File: src/rtl/biquad_pkg.sv
package biquad_pkg;
  localparam int unsigned BQ_DATA_W  = 24;
  localparam int unsigned BQ_FRAC_W  = 15;
  localparam int unsigned BQ_ACC_W   = 48;
  // coefficients scaled by 2^15, rounded
  localparam int          BQ_A1_DEF  = -61383;
  localparam int          BQ_A2_DEF  = 28747;
  localparam int          BQ_GAIN_DEF = 33;
endpackage

File: src/rtl/bq_delay_line.sv
module bq_delay_line #(
  parameter int unsigned W     = 24,
  parameter int unsigned DEPTH = 2
) (
  input  logic                      clk_i,
  input  logic                      rst_ni,
  input  logic                      en_i,
  input  logic [W-1:0]              d_i,
  output logic [DEPTH-1:0][W-1:0]   taps_o
);
  logic [DEPTH-1:0][W-1:0] q;

  for (genvar k = 0; k < DEPTH; k++) begin : g_tap
    logic [W-1:0] nxt;
    if (k == 0) begin : g_head
      assign nxt = d_i;
    end else begin : g_body
      assign nxt = q[k-1];
    end
    always_ff @(posedge clk_i or negedge rst_ni) begin
      if (!rst_ni)   q[k] <= '0;
      else if (en_i) q[k] <= nxt;
    end
  end

  assign taps_o = q;
endmodule

File: src/rtl/bq_numerator.sv
module bq_numerator #(
  parameter int unsigned W = 24,
  localparam int unsigned SW = W + 2
) (
  input  logic [W-1:0]  x0_i,
  input  logic [W-1:0]  x1_i,
  input  logic [W-1:0]  x2_i,
  output logic [SW-1:0] sum_o
);
  logic [SW-1:0] e0, e1x2, e2;

  // taps 1,2,1: shift for the middle tap, no multiplier
  assign e0    = {{2{x0_i[W-1]}}, x0_i};
  assign e1x2  = {x1_i[W-1], x1_i, 1'b0};
  assign e2    = {{2{x2_i[W-1]}}, x2_i};
  assign sum_o = e0 + e1x2 + e2;
endmodule

File: src/rtl/bq_accum.sv
module bq_accum #(
  parameter int unsigned NUM_W  = 26,
  parameter int unsigned DW     = 24,
  parameter int unsigned ACC_W  = 48,
  parameter int          GAIN_Q = 33,
  parameter int          A1_Q   = -61383,
  parameter int          A2_Q   = 28747
) (
  input  logic [NUM_W-1:0]        num_i,
  input  logic [DW-1:0]           y1_i,
  input  logic [DW-1:0]           y2_i,
  output logic signed [ACC_W-1:0] acc_o
);
  localparam logic signed [ACC_W-1:0] K_G  = ACC_W'(GAIN_Q);
  localparam logic signed [ACC_W-1:0] K_A1 = ACC_W'(A1_Q);
  localparam logic signed [ACC_W-1:0] K_A2 = ACC_W'(A2_Q);

  logic signed [ACC_W-1:0] num_e, y1_e, y2_e;
  logic signed [ACC_W-1:0] p_g, p_a1, p_a2;

  assign num_e = {{(ACC_W-NUM_W){num_i[NUM_W-1]}}, num_i};
  assign y1_e  = {{(ACC_W-DW){y1_i[DW-1]}}, y1_i};
  assign y2_e  = {{(ACC_W-DW){y2_i[DW-1]}}, y2_i};

  assign p_g   = K_G  * num_e;
  assign p_a1  = K_A1 * y1_e;
  assign p_a2  = K_A2 * y2_e;
  assign acc_o = p_g - p_a1 - p_a2;
endmodule

File: src/rtl/bq_saturate.sv
module bq_saturate #(
  parameter int unsigned ACC_W  = 48,
  parameter int unsigned FRAC_W = 15,
  parameter int unsigned DW     = 24
) (
  input  logic signed [ACC_W-1:0] acc_i,
  output logic [DW-1:0]           y_o
);
  localparam logic signed [ACC_W-1:0] HI = ACC_W'((64'sd1 <<< (DW-1)) - 1);
  localparam logic signed [ACC_W-1:0] LO = -ACC_W'(64'sd1 <<< (DW-1));

  logic signed [ACC_W-1:0] sc;

  assign sc = acc_i >>> FRAC_W;  // floor divide by 2^FRAC_W

  always_comb begin
    if (sc > HI)      y_o = {1'b0, {(DW-1){1'b1}}};
    else if (sc < LO) y_o = {1'b1, {(DW-1){1'b0}}};
    else              y_o = sc[DW-1:0];
  end
endmodule

File: src/rtl/biquad_section.sv
module biquad_section #(
  parameter int unsigned DATA_W = biquad_pkg::BQ_DATA_W,
  parameter int unsigned FRAC_W = biquad_pkg::BQ_FRAC_W,
  parameter int unsigned ACC_W  = biquad_pkg::BQ_ACC_W,
  parameter int          GAIN_Q = biquad_pkg::BQ_GAIN_DEF,
  parameter int          A1_Q   = biquad_pkg::BQ_A1_DEF,
  parameter int          A2_Q   = biquad_pkg::BQ_A2_DEF
) (
  input  logic              clk_i,
  input  logic              rst_ni,
  input  logic              in_valid_i,
  input  logic [DATA_W-1:0] in_data_i,
  output logic              out_valid_o,
  output logic [DATA_W-1:0] out_data_o
);
  localparam int unsigned NUM_W = DATA_W + 2;
  localparam int unsigned HIST  = 2;

  logic [HIST-1:0][DATA_W-1:0] x_hist, y_hist;
  logic [NUM_W-1:0]            num_w;
  logic signed [ACC_W-1:0]     acc_w;
  logic [DATA_W-1:0]           y_next;

  bq_delay_line #(.W(DATA_W), .DEPTH(HIST)) i_x_hist (
    .clk_i  (clk_i),
    .rst_ni (rst_ni),
    .en_i   (in_valid_i),
    .d_i    (in_data_i),
    .taps_o (x_hist)
  );

  bq_numerator #(.W(DATA_W)) i_num (
    .x0_i  (in_data_i),
    .x1_i  (x_hist[0]),
    .x2_i  (x_hist[1]),
    .sum_o (num_w)
  );

  bq_accum #(
    .NUM_W(NUM_W), .DW(DATA_W), .ACC_W(ACC_W),
    .GAIN_Q(GAIN_Q), .A1_Q(A1_Q), .A2_Q(A2_Q)
  ) i_acc (
    .num_i (num_w),
    .y1_i  (y_hist[0]),
    .y2_i  (y_hist[1]),
    .acc_o (acc_w)
  );

  bq_saturate #(.ACC_W(ACC_W), .FRAC_W(FRAC_W), .DW(DATA_W)) i_sat (
    .acc_i (acc_w),
    .y_o   (y_next)
  );

  // clamped result feeds back; newest output tap is the port value
  bq_delay_line #(.W(DATA_W), .DEPTH(HIST)) i_y_hist (
    .clk_i  (clk_i),
    .rst_ni (rst_ni),
    .en_i   (in_valid_i),
    .d_i    (y_next),
    .taps_o (y_hist)
  );

  always_ff @(posedge clk_i or negedge rst_ni) begin
    if (!rst_ni) out_valid_o <= 1'b0;
    else         out_valid_o <= in_valid_i;
  end

  assign out_data_o = y_hist[0];
endmodule

File: config.mk
export PLATFORM = sky130hd
export DESIGN_NAME = biquad_section
export DESIGN_NICKNAME = d
export VERILOG_FILES = /design/src/rtl/biquad_pkg.sv /design/src/rtl/bq_delay_line.sv /design/src/rtl/bq_numerator.sv /design/src/rtl/bq_accum.sv /design/src/rtl/bq_saturate.sv /design/src/rtl/biquad_section.sv
export SDC_FILE = /design/constraint.sdc
export NUM_CORES = 1
export LEC_CHECK = 0
export ABC_AREA = 1
export BUFFER_PORTS_ARGS = -buffer_cell sky130_fd_sc_hd__buf_2
export CORE_ASPECT_RATIO = 2
export CORE_MARGIN = 2
export CORE_UTILIZATION = 50
export DETAILED_ROUTE_END_ITERATION = 7
export PLACE_DENSITY = 0.7
export SYNTH_ARGS = -nofsm -noshare
export SYNTH_HDL_FRONTEND = slang
export SYNTH_HIERARCHICAL = 1
export SYNTH_SLANG_ARGS = --single-unit
File: constraint.sdc
create_clock -name clk_i -period 8.5 [get_ports clk_i]
set_input_delay 1.275 -clock clk_i [delete_from_list [all_inputs] [get_ports clk_i]]
set_output_delay 1.275 -clock clk_i [all_outputs]
set_load 0.1 [all_outputs]
==> flow_summary.json <==
{
  "final_util": 0.612,
  "tns_ps": -2380,
  "grt_pass1_vias": 21500,
  "dpl.hpwl_mm": 61.8,
  "crit_top_cell": "nand2_1",
  "critical_path.endpoint_type": "register",
  "wl_per_cell_um": 19.1,
  "max_slew.worst_pin.slew_ps": 1030,
  "io_pins": 52,
  "syn_inst": 3017,
  "clk_pin_slew_ps": 80,
  "grt_antenna_before_repair": 0,
  "cp_max_fo": 6,
  "drv_slew": 0,
  "start_util": 0.506,
  "startpoint_type": "input pin",
  "io_buffers": 51,
  "maxCapViolations": 0,
  "design.core.area_mm2": 0.0484,
  "outcome": "finished with violations",
  "vias": 20100,
  "max_freq_mhz": 116,
  "hold_buffers": 0,
  "skew_ps": 26.8,
  "slowest_delay_ps": 570,
  "period_share": 1.02,
  "setup_viol": 23,
  "die_w_um": 160,
  "ant_nets": 0,
  "dp_slack_ps": -780,
  "cp.arrival_ps": 8960,
  "grt-ovfl-total": 0,
  "cts.sinks": 97,
  "hp-class": "reg -> reg",
  "htree_levels": 3,
  "clk_latency_ps": 400,
  "cts_root_buf": "clkbuf_16",
  "layout-drive-gt1-share": 0.210,
  "cts_buffer_depth": 2,
  "fin_crit_ps": 8630,
  "avgViaCountPerCell": 5.09,
  "setup_slack_ps": -129,
  "cts_tree": "built",
  "die-area_mm2": 0.0509,
  "num_antenna_cells": 0,
  "rows": 114,
  "max-slew-margin-rel": 0.312,
  "dp.cells": 3906,
  "drtIter0Drc": 1176,
  "dr.pass1.iters": 5,
  "fin_nets": 4170,
  "hold_viol": 0,
  "cpMaxStageDelayCell": "fa_1",
  "syn_to_final_growth_pct": 20.9,
  "syn_area_per_cell_um2": 8.11,
  "cp.required_ps": 8830,
  "cts_made_buffers": 9,
  "synth_warnings": 6,
  "grt_start_max_net_pins": 66,
  "drc": 0,
  "crit_type": "in -> reg",
  "wl_mm": 75.4,
  "fp.dieH_um": 317,
  "grt_pass1_wl_mm": 114,
  "gp_congestion": 1.05,
  "rsz0062_at_grt": "true",
  "violations": "setup timing",
  "fin_cells": 3955,
  "grt_use_total": 0.299,
  "syn-cell-area_mm2": 0.0245
}
-- cell usage in the layout (no fill, tap or decap), types with 3 or more instances in the layout --
cell type,n
xnor2_1,9
inv_2,36
ha_1,353
a21oi_1,27
xor2_1,24
nand3_4,3
nand2_4,34
buf_4,231
nand2_1,718
fa_1,382
dfrtp_1,96
xor2_2,5
nor2_2,19
o21bai_1,3
clkbuf_16,12
nand3_1,39
nor2_1,76
nor3_2,5
o21ai_0,7
conb_1,16
buf_6,12
buf_12,6
fa_2,12
nor3_1,3
nand4_1,17
a21oi_2,13
ha_4,82
nor2_4,25
buf_2,48
nand3_2,17
nand2_2,120
inv_1,840
-- cell type report --
type / count / area [um^2]
clock buffer: 10 / 239
clock inverter: 6 / 50.0
fill: 4063 / 18800
inverter: 876 / 3290
multi-input combinational: 2027 / 20400
sequential: 97 / 2430
tap: 638 / 798
timing repair buffer: 301 / 2330
-- final timing paths --
| kind | start | endpoint | slack (ps) | cells after the start |
|---|---|---|---|---|
| worst max-delay path | in_data_i[1] | i_y_hist/g_tap[1].nxt[21] | -130 | 40 |
| worst min-delay path | i_x_hist/taps_o[24] | i_x_hist/taps_o[24] | 490 | 2 |
| worst max register to register | i_x_hist/taps_o[25] | i_y_hist/g_tap[1].nxt[21] | 420 | 39 |
| worst min register to register | i_x_hist/taps_o[24] | i_x_hist/taps_o[24] | 490 | 2 |
| max in group asynchronous | rst_ni | i_y_hist/taps_o[46] | 6370 | 2 |
| min in group asynchronous | rst_ni | i_x_hist/taps_o[25] | 890 | 1 |
-- flip-flops by register name (all words and copies together) (netlist names) --
register,flops
i_y_hist/taps_o,24
i_y_hist/g_tap.nxt,24
out_valid_o,1
i_x_hist/taps_o,24
i_x_hist/g_tap.nxt,24
-- layer usage --
metal,wire length (um),part of all wire,track usage
met2,40600,0.54,0.575
met5,0,0,0
met1,23500,0.31,0.276
met4,8460,0.11,0.260
met3,2830,0.037,0.0335
-- timing repair --
item,in CTS,in global routing
hold endpoints to repair,0,0
buffers inserted,13,16
pin swaps,81,174
gates cloned,2,4
setup endpoints to repair,23,23
gates resized for setup,128,220
-- critical path: cells and delay by family --
family	cells	cell delay, ps
buffers and inverters	8	870
AND/OR/NAND/NOR	19	1660
adder cells (fa/ha/maj)	12	4850
XOR/XNOR	1	290
-- metrics by stage --
stage | hold slack [ps] | instance area [um^2]
final | 489 | 29600
after global routing | 519 | 29600
after CTS | 495 | 28400
after detailed placement | 474 | 27100
after global placement | 466 | 27100
after floorplan | 446 | 24600
Power is left out: the tool's default activity adds up to more than one toggle a clock period on the data nets, which glitch-free logic cannot reach.
